`src/rtl/sft_pkg.sv`:
```
package sft_pkg;
  typedef enum logic [2:0] {
    ST_IDLE, ST_START, ST_DATA, ST_PARITY, ST_STOP
  } sft_state_e;

  localparam logic [1:0] PAR_EVEN    = 2'b01;
  localparam logic [1:0] PAR_ODD     = 2'b10;
  localparam logic [1:0] STOP_ONE    = 2'b00;
  localparam logic [1:0] STOP_ONE_HF = 2'b01;
endpackage

```
`src/rtl/sft_parity.sv`:
```
module sft_parity #(
  parameter int MIN_BITS = 5,
  parameter int MAX_BITS = 8,
  parameter int LW       = 2
) (
  input  logic [MAX_BITS-1:0] data_i,
  input  logic [LW-1:0]       len_i,
  input  logic                odd_i,
  output logic                par_o
);
  localparam int NW = $clog2(MAX_BITS + 1);

  logic [NW-1:0]       nbits;
  logic [MAX_BITS-1:0] mask;

  assign nbits = NW'(MIN_BITS) + NW'(len_i);

  for (genvar g = 0; g < MAX_BITS; g++) begin : g_mask
    assign mask[g] = (NW'(g) < nbits);
  end

  assign par_o = (^(data_i & mask)) ^ odd_i;
endmodule

```
`src/rtl/sft_bit_timer.sv`:
```
module sft_bit_timer #(
  parameter int CW = 6
) (
  input  logic          clk_i,
  input  logic          rst_ni,
  input  logic          tick_i,
  input  logic          en_i,
  input  logic [CW-1:0] len_i,
  output logic          last_o
);
  logic [CW-1:0] cnt_q;

  assign last_o = en_i && tick_i && (cnt_q == len_i - CW'(1));

  always_ff @(posedge clk_i or negedge rst_ni) begin
    if (!rst_ni)            cnt_q <= '0;
    else if (!en_i)         cnt_q <= '0;
    else if (last_o)        cnt_q <= '0;
    else if (tick_i)        cnt_q <= cnt_q + CW'(1);
  end
endmodule

```
`src/rtl/serial_frame_tx.sv`:
```
module serial_frame_tx #(
  parameter int OVS      = 16,
  parameter int MIN_BITS = 5,
  parameter int MAX_BITS = 8
) (
  input  logic                clk_i,
  input  logic                rst_ni,
  input  logic                tick_i,
  input  logic [MAX_BITS-1:0] data_i,
  input  logic                valid_i,
  output logic                ready_o,
  input  logic [1:0]          len_i,
  input  logic [1:0]          par_i,
  input  logic [1:0]          stop_i,
  output logic                tx_o,
  output logic                busy_o
);
  import sft_pkg::*;

  localparam int LW = 2;
  localparam int IW = $clog2(MAX_BITS);
  localparam int CW = $clog2(2 * OVS) + 1;

  sft_state_e          state_q;
  logic [MAX_BITS-1:0] shreg_q;
  logic [IW-1:0]       idx_q;
  logic [LW-1:0]       len_q;
  logic [1:0]          par_q, stop_q;
  logic                pbit_q, pbit_d;
  logic [CW-1:0]       phase_len, stop_len;
  logic                last, accept, par_on;
  logic [IW-1:0]       last_idx;

  assign ready_o  = (state_q == ST_IDLE) && tick_i;
  assign accept   = valid_i && ready_o;
  assign busy_o   = (state_q != ST_IDLE);
  assign par_on   = (par_q == PAR_EVEN) || (par_q == PAR_ODD);
  assign last_idx = IW'(MIN_BITS - 1) + IW'(len_q);

  always_comb begin
    case (stop_q)
      STOP_ONE:    stop_len = CW'(OVS);
      STOP_ONE_HF: stop_len = CW'(OVS + OVS / 2);
      default:     stop_len = CW'(2 * OVS);
    endcase
  end

  assign phase_len = (state_q == ST_STOP) ? stop_len : CW'(OVS);

  sft_parity #(.MIN_BITS(MIN_BITS), .MAX_BITS(MAX_BITS), .LW(LW)) u_par (
    .data_i (data_i),
    .len_i  (len_i),
    .odd_i  (par_i == PAR_ODD),
    .par_o  (pbit_d)
  );

  sft_bit_timer #(.CW(CW)) u_tmr (
    .clk_i  (clk_i),
    .rst_ni (rst_ni),
    .tick_i (tick_i),
    .en_i   (busy_o),
    .len_i  (phase_len),
    .last_o (last)
  );

  always_ff @(posedge clk_i or negedge rst_ni) begin
    if (!rst_ni) begin
      state_q <= ST_IDLE;
      shreg_q <= '0;
      idx_q   <= '0;
      len_q   <= '0;
      par_q   <= '0;
      stop_q  <= '0;
      pbit_q  <= 1'b0;
    end else begin
      case (state_q)
        ST_IDLE: if (accept) begin
          state_q <= ST_START;
          shreg_q <= data_i;
          len_q   <= len_i;
          par_q   <= par_i;
          stop_q  <= stop_i;
          pbit_q  <= pbit_d;
        end
        ST_START: if (last) begin
          state_q <= ST_DATA;
          idx_q   <= '0;
        end
        ST_DATA: if (last) begin
          shreg_q <= shreg_q >> 1;
          idx_q   <= idx_q + IW'(1);
          if (idx_q == last_idx) state_q <= par_on ? ST_PARITY : ST_STOP;
        end
        ST_PARITY: if (last) state_q <= ST_STOP;
        ST_STOP:   if (last) state_q <= ST_IDLE;
        default:   state_q <= ST_IDLE;
      endcase
    end
  end

  always_comb begin
    case (state_q)
      ST_START:  tx_o = 1'b0;
      ST_DATA:   tx_o = shreg_q[0];
      ST_PARITY: tx_o = pbit_q;
      default:   tx_o = 1'b1;
    endcase
  end
endmodule

```
`config.mk`:
```
export PLATFORM = sky130hd
export DESIGN_NAME = serial_frame_tx
export DESIGN_NICKNAME = d
export VERILOG_FILES = /design/src/rtl/sft_pkg.sv /design/src/rtl/sft_parity.sv /design/src/rtl/sft_bit_timer.sv /design/src/rtl/serial_frame_tx.sv
export SDC_FILE = /design/constraint.sdc
export NUM_CORES = 1
export LEC_CHECK = 0
export BUFFER_PORTS_ARGS = -buffer_cell sky130_fd_sc_hd__buf_4
export CAP_MARGIN = 20
export CORE_MARGIN = 3
export CORE_UTILIZATION = 30
export DETAILED_ROUTE_END_ITERATION = 7
export PLACE_DENSITY_LB_ADDON = 0.2
export SLEW_MARGIN = 0
export SYNTH_ARGS = -nofsm -noshare
export SYNTH_HDL_FRONTEND = slang
export SYNTH_HIERARCHICAL = 1
export SYNTH_SLANG_ARGS = --single-unit
```
`constraint.sdc`:
```
create_clock -name clk_i -period 5.3 [get_ports clk_i]
set_input_delay 1.325 -clock clk_i [delete_from_list [all_inputs] [get_ports clk_i]]
set_output_delay 1.325 -clock clk_i [all_outputs]
set_load 0.01 [all_outputs]
```
==> results.toml <==
[cells_and_area]
final_util = 0.371
mostFrequentLayoutCell = "dfrtp_1"
layout-drive-gt1-share = 0.279
fin_area_um2 = 2070
antenna_cells = 0
area_delta_synth_final_pct = 17.8
final_nets = 219
n_fill_cell = 580
mostFrequentLayoutCells = "dfrtp_1, mux2_2, buf_4"

[timing]
tightestPinTransition_ns = 0.523
period_share = 0.689
fin_skew_ns = 0.00441
rsz0062_at_grt = "false"
whs_ns = 0.512
hold_violations = 0
setup_violations = 0
max_freq_ghz = 0.274
slew_headroom = 0.650
timing.setup.tns_ns = 0
fin_crit_ns = 3.65
slew_viol_final = 0

[pwr]
fin_total_pwr_mw = 0.712
p_leak_nw = 0.871
seqPwrFrac = 0.478
combPwrFrac = 0.352
intPower_mw = 0.484
pwr-share-clk = 0.171
switchingPower_mw = 0.227
irDropWorstVdd_uv = 192
switching_share = 0.319
power.density_nw_per_um2 = 344

[clock_tree]
h-tree-depth = 1
clk_latency_ns = 0.28
clock_sinks = 27
ctsHoldBuffers = 0
post_cts_buffers = 0
clkTransAtPathRegs_ns = 0.10
root_buffer = "clkbuf_8"
cts_resized = 0
numCtsBuffers = 3
cts_tree = "done"
cts_buffer_depth = 2

[logic_synthesis]
synth_warnings = 6
synthAdderAreaFrac = 0.0214
synth_top_area_frac = 0.385
synthMuxAreaShare = 0.148
synth_top_family_by_area = "simple AND/OR/NAND/NOR gates"
synthesis.area_um2 = 1760
synth_compound_area_frac = 0.121
synth_seq_cells = 27
synth.distinct_cells = 50
synth_cells = 166
async_reset_ff_frac = 1.00
synth_top_cells_by_area = "dfrtp_1, mux2_2, xnor2_1, ha_1, nand3b_1"
syn_avg_cell_area_um2 = 10.6
synthSimpleGateAreaFrac = 0.212
synth_ff_type = "dfrtp_1"
ys_seq_area_frac = 0.385
synth_edf_count = 0
synthXorXnorAreaFrac = 0.0877
netlist.top_cell.by_area = "dfrtp_1"

[worst_setup_path]
critPathCaptureType = "flop"
arrival_ns = 3.82
startpoint_type = "flop"
critPathMaxFanout = 14
worstSetupPathType = "reg2reg"
worstPathRequired_ns = 5.47

[route]
wl_um = 3500
drc = 0
drt_iter0_drc = 71
wl_per_cell_um = 13.0
vias = 1257
postRouteAntennaNets = 0
vias_per_cell = 4.67
dr.pass1.iters = 4

[placement]
hpwl_um = 2570
place_area_um2 = 2020
port_buffers = 20
gp_congestion = 0.672

[global_routing]
grt_pass1_wl_um = 6210
antenna_found_initial = 0
globalRouteTotalUtil = 0.117
grt_max_degree = 28
overflow = 0
grt_pass1_vias = 1261

[floorplan]
start_util = 0.315
die_h_um = 82.5
die_x_um = 82.5
rows = 27
core-area_um2 = 5570
dieArea_um2 = 6810
num_io_pins = 21

[flow_run]
maxCapViolCount = 0

[hold_path]
min_path_type = "reg2reg"

[run_status]
status = "completed"
[final timing paths]
check | from | endpoint | slack [ns] | depth (start not counted)
setup / recovery | state_q[0]$_DFFE_PN0P_ | shreg_q[2]$_DFFE_PN0P_ | 1.65 | 11
hold / removal | shreg_q[3]$_DFFE_PN0P_ | shreg_q[3]$_DFFE_PN0P_ | 0.51 | 1
setup reg to reg | state_q[0]$_DFFE_PN0P_ | shreg_q[2]$_DFFE_PN0P_ | 1.65 | 11
hold reg to reg | shreg_q[3]$_DFFE_PN0P_ | shreg_q[3]$_DFFE_PN0P_ | 0.51 | 1
max in group asynchronous | rst_ni | stop_q[1]$_DFFE_PN0P_ | 4.07 | 1
min in group asynchronous | rst_ni | idx_q[1]$_DFFE_PN0P_ | 0.96 | 1
[through the flow]
| stage | setup WS [ns] | std cells |
|---|---|---|
| finish | 1.65 | 269 |
| detailed placement | 1.64 | 265 |
| floorplan | 2.14 | 178 |
| global route | 1.17 | 269 |
| CTS | 1.61 | 269 |
| global placement | 1.76 | 265 |
[registers in the layout, summed over array words and instances (netlist names)]
signal and count:
idx_q 3, len_q 2, par_q 2, pbit_q 1
shreg_q 8, state_q 3, stop_q 2, u_tmr/cnt_q 6
[power groups by stage]
stage                     logic (mW)  clock network [mW]  registers (mW)
after floorplan                0.201                   0           0.325
after global placement         0.250                   0           0.346
after detailed placement       0.251                   0           0.345
after CTS                      0.253               0.129           0.340
after global routing           0.282               0.135           0.352
final                          0.250               0.122           0.340
[cells in the mapped netlist (3+ instances only)]
cell type / instances
dfrtp_1: 27
mux2_2: 22
xnor2_1: 12
nand2_1: 9
nand3_1: 7
o21ai_0: 6
inv_1: 5
nand2b_1: 5
nand3b_1: 5
and3_1: 4
nor3b_1: 4
o21ai_1: 4
a22o_1: 3
ha_1: 3
nor2_1: 3
nor2b_1: 3
xor2_1: 3
[layout make-up]
| cell class | count | area (um^2) | share of cell area |
|---|---|---|---|
| clock buffer | 3 | 41.3 | 0.0200 |
| clock inverter | 1 | 7.51 | 0.00363 |
| inverter | 5 | 18.8 | 0.00907 |
| multi-input combinational | 141 | 1080 | 0.525 |
| sequential | 27 | 676 | 0.327 |
| tap | 72 | 90.1 | 0.0436 |
| timing repair buffer | 20 | 150 | 0.0726 |
[cell families after synthesis]
group	count (synthesis)
muxes	23
xor gates and xnor gates	16
AOI/OAI and AO/OA	30
adders and majority gates	3
DFF	27
and+or+nand+nor	56
buffers and inverters	10
other	1
[worst max-delay path: stages, from the launching register on]
cell,delay [ns]
dfrtp_1,0.57
nor2_1,0.24
nand2_1,0.11
nor3b_1,0.45
xor2_1,0.21
xnor2_1,0.13
nand3_1,0.12
nor3_4,0.32
and3_1,0.34
nand2_1,0.14
a211oi_4,0.52
mux2_2,0.39
[metal layers]
metal	global-route usage	vias to the layer above	share of wire
met2	0.195	19	0.48
met3	0.0271	2	0.042
li1	-	646	-
met4	0.00980	0	0.0029
met1	0.162	590	0.48
met5	0	-	0
No activity file was read; power rests on OpenSTA's default activity.
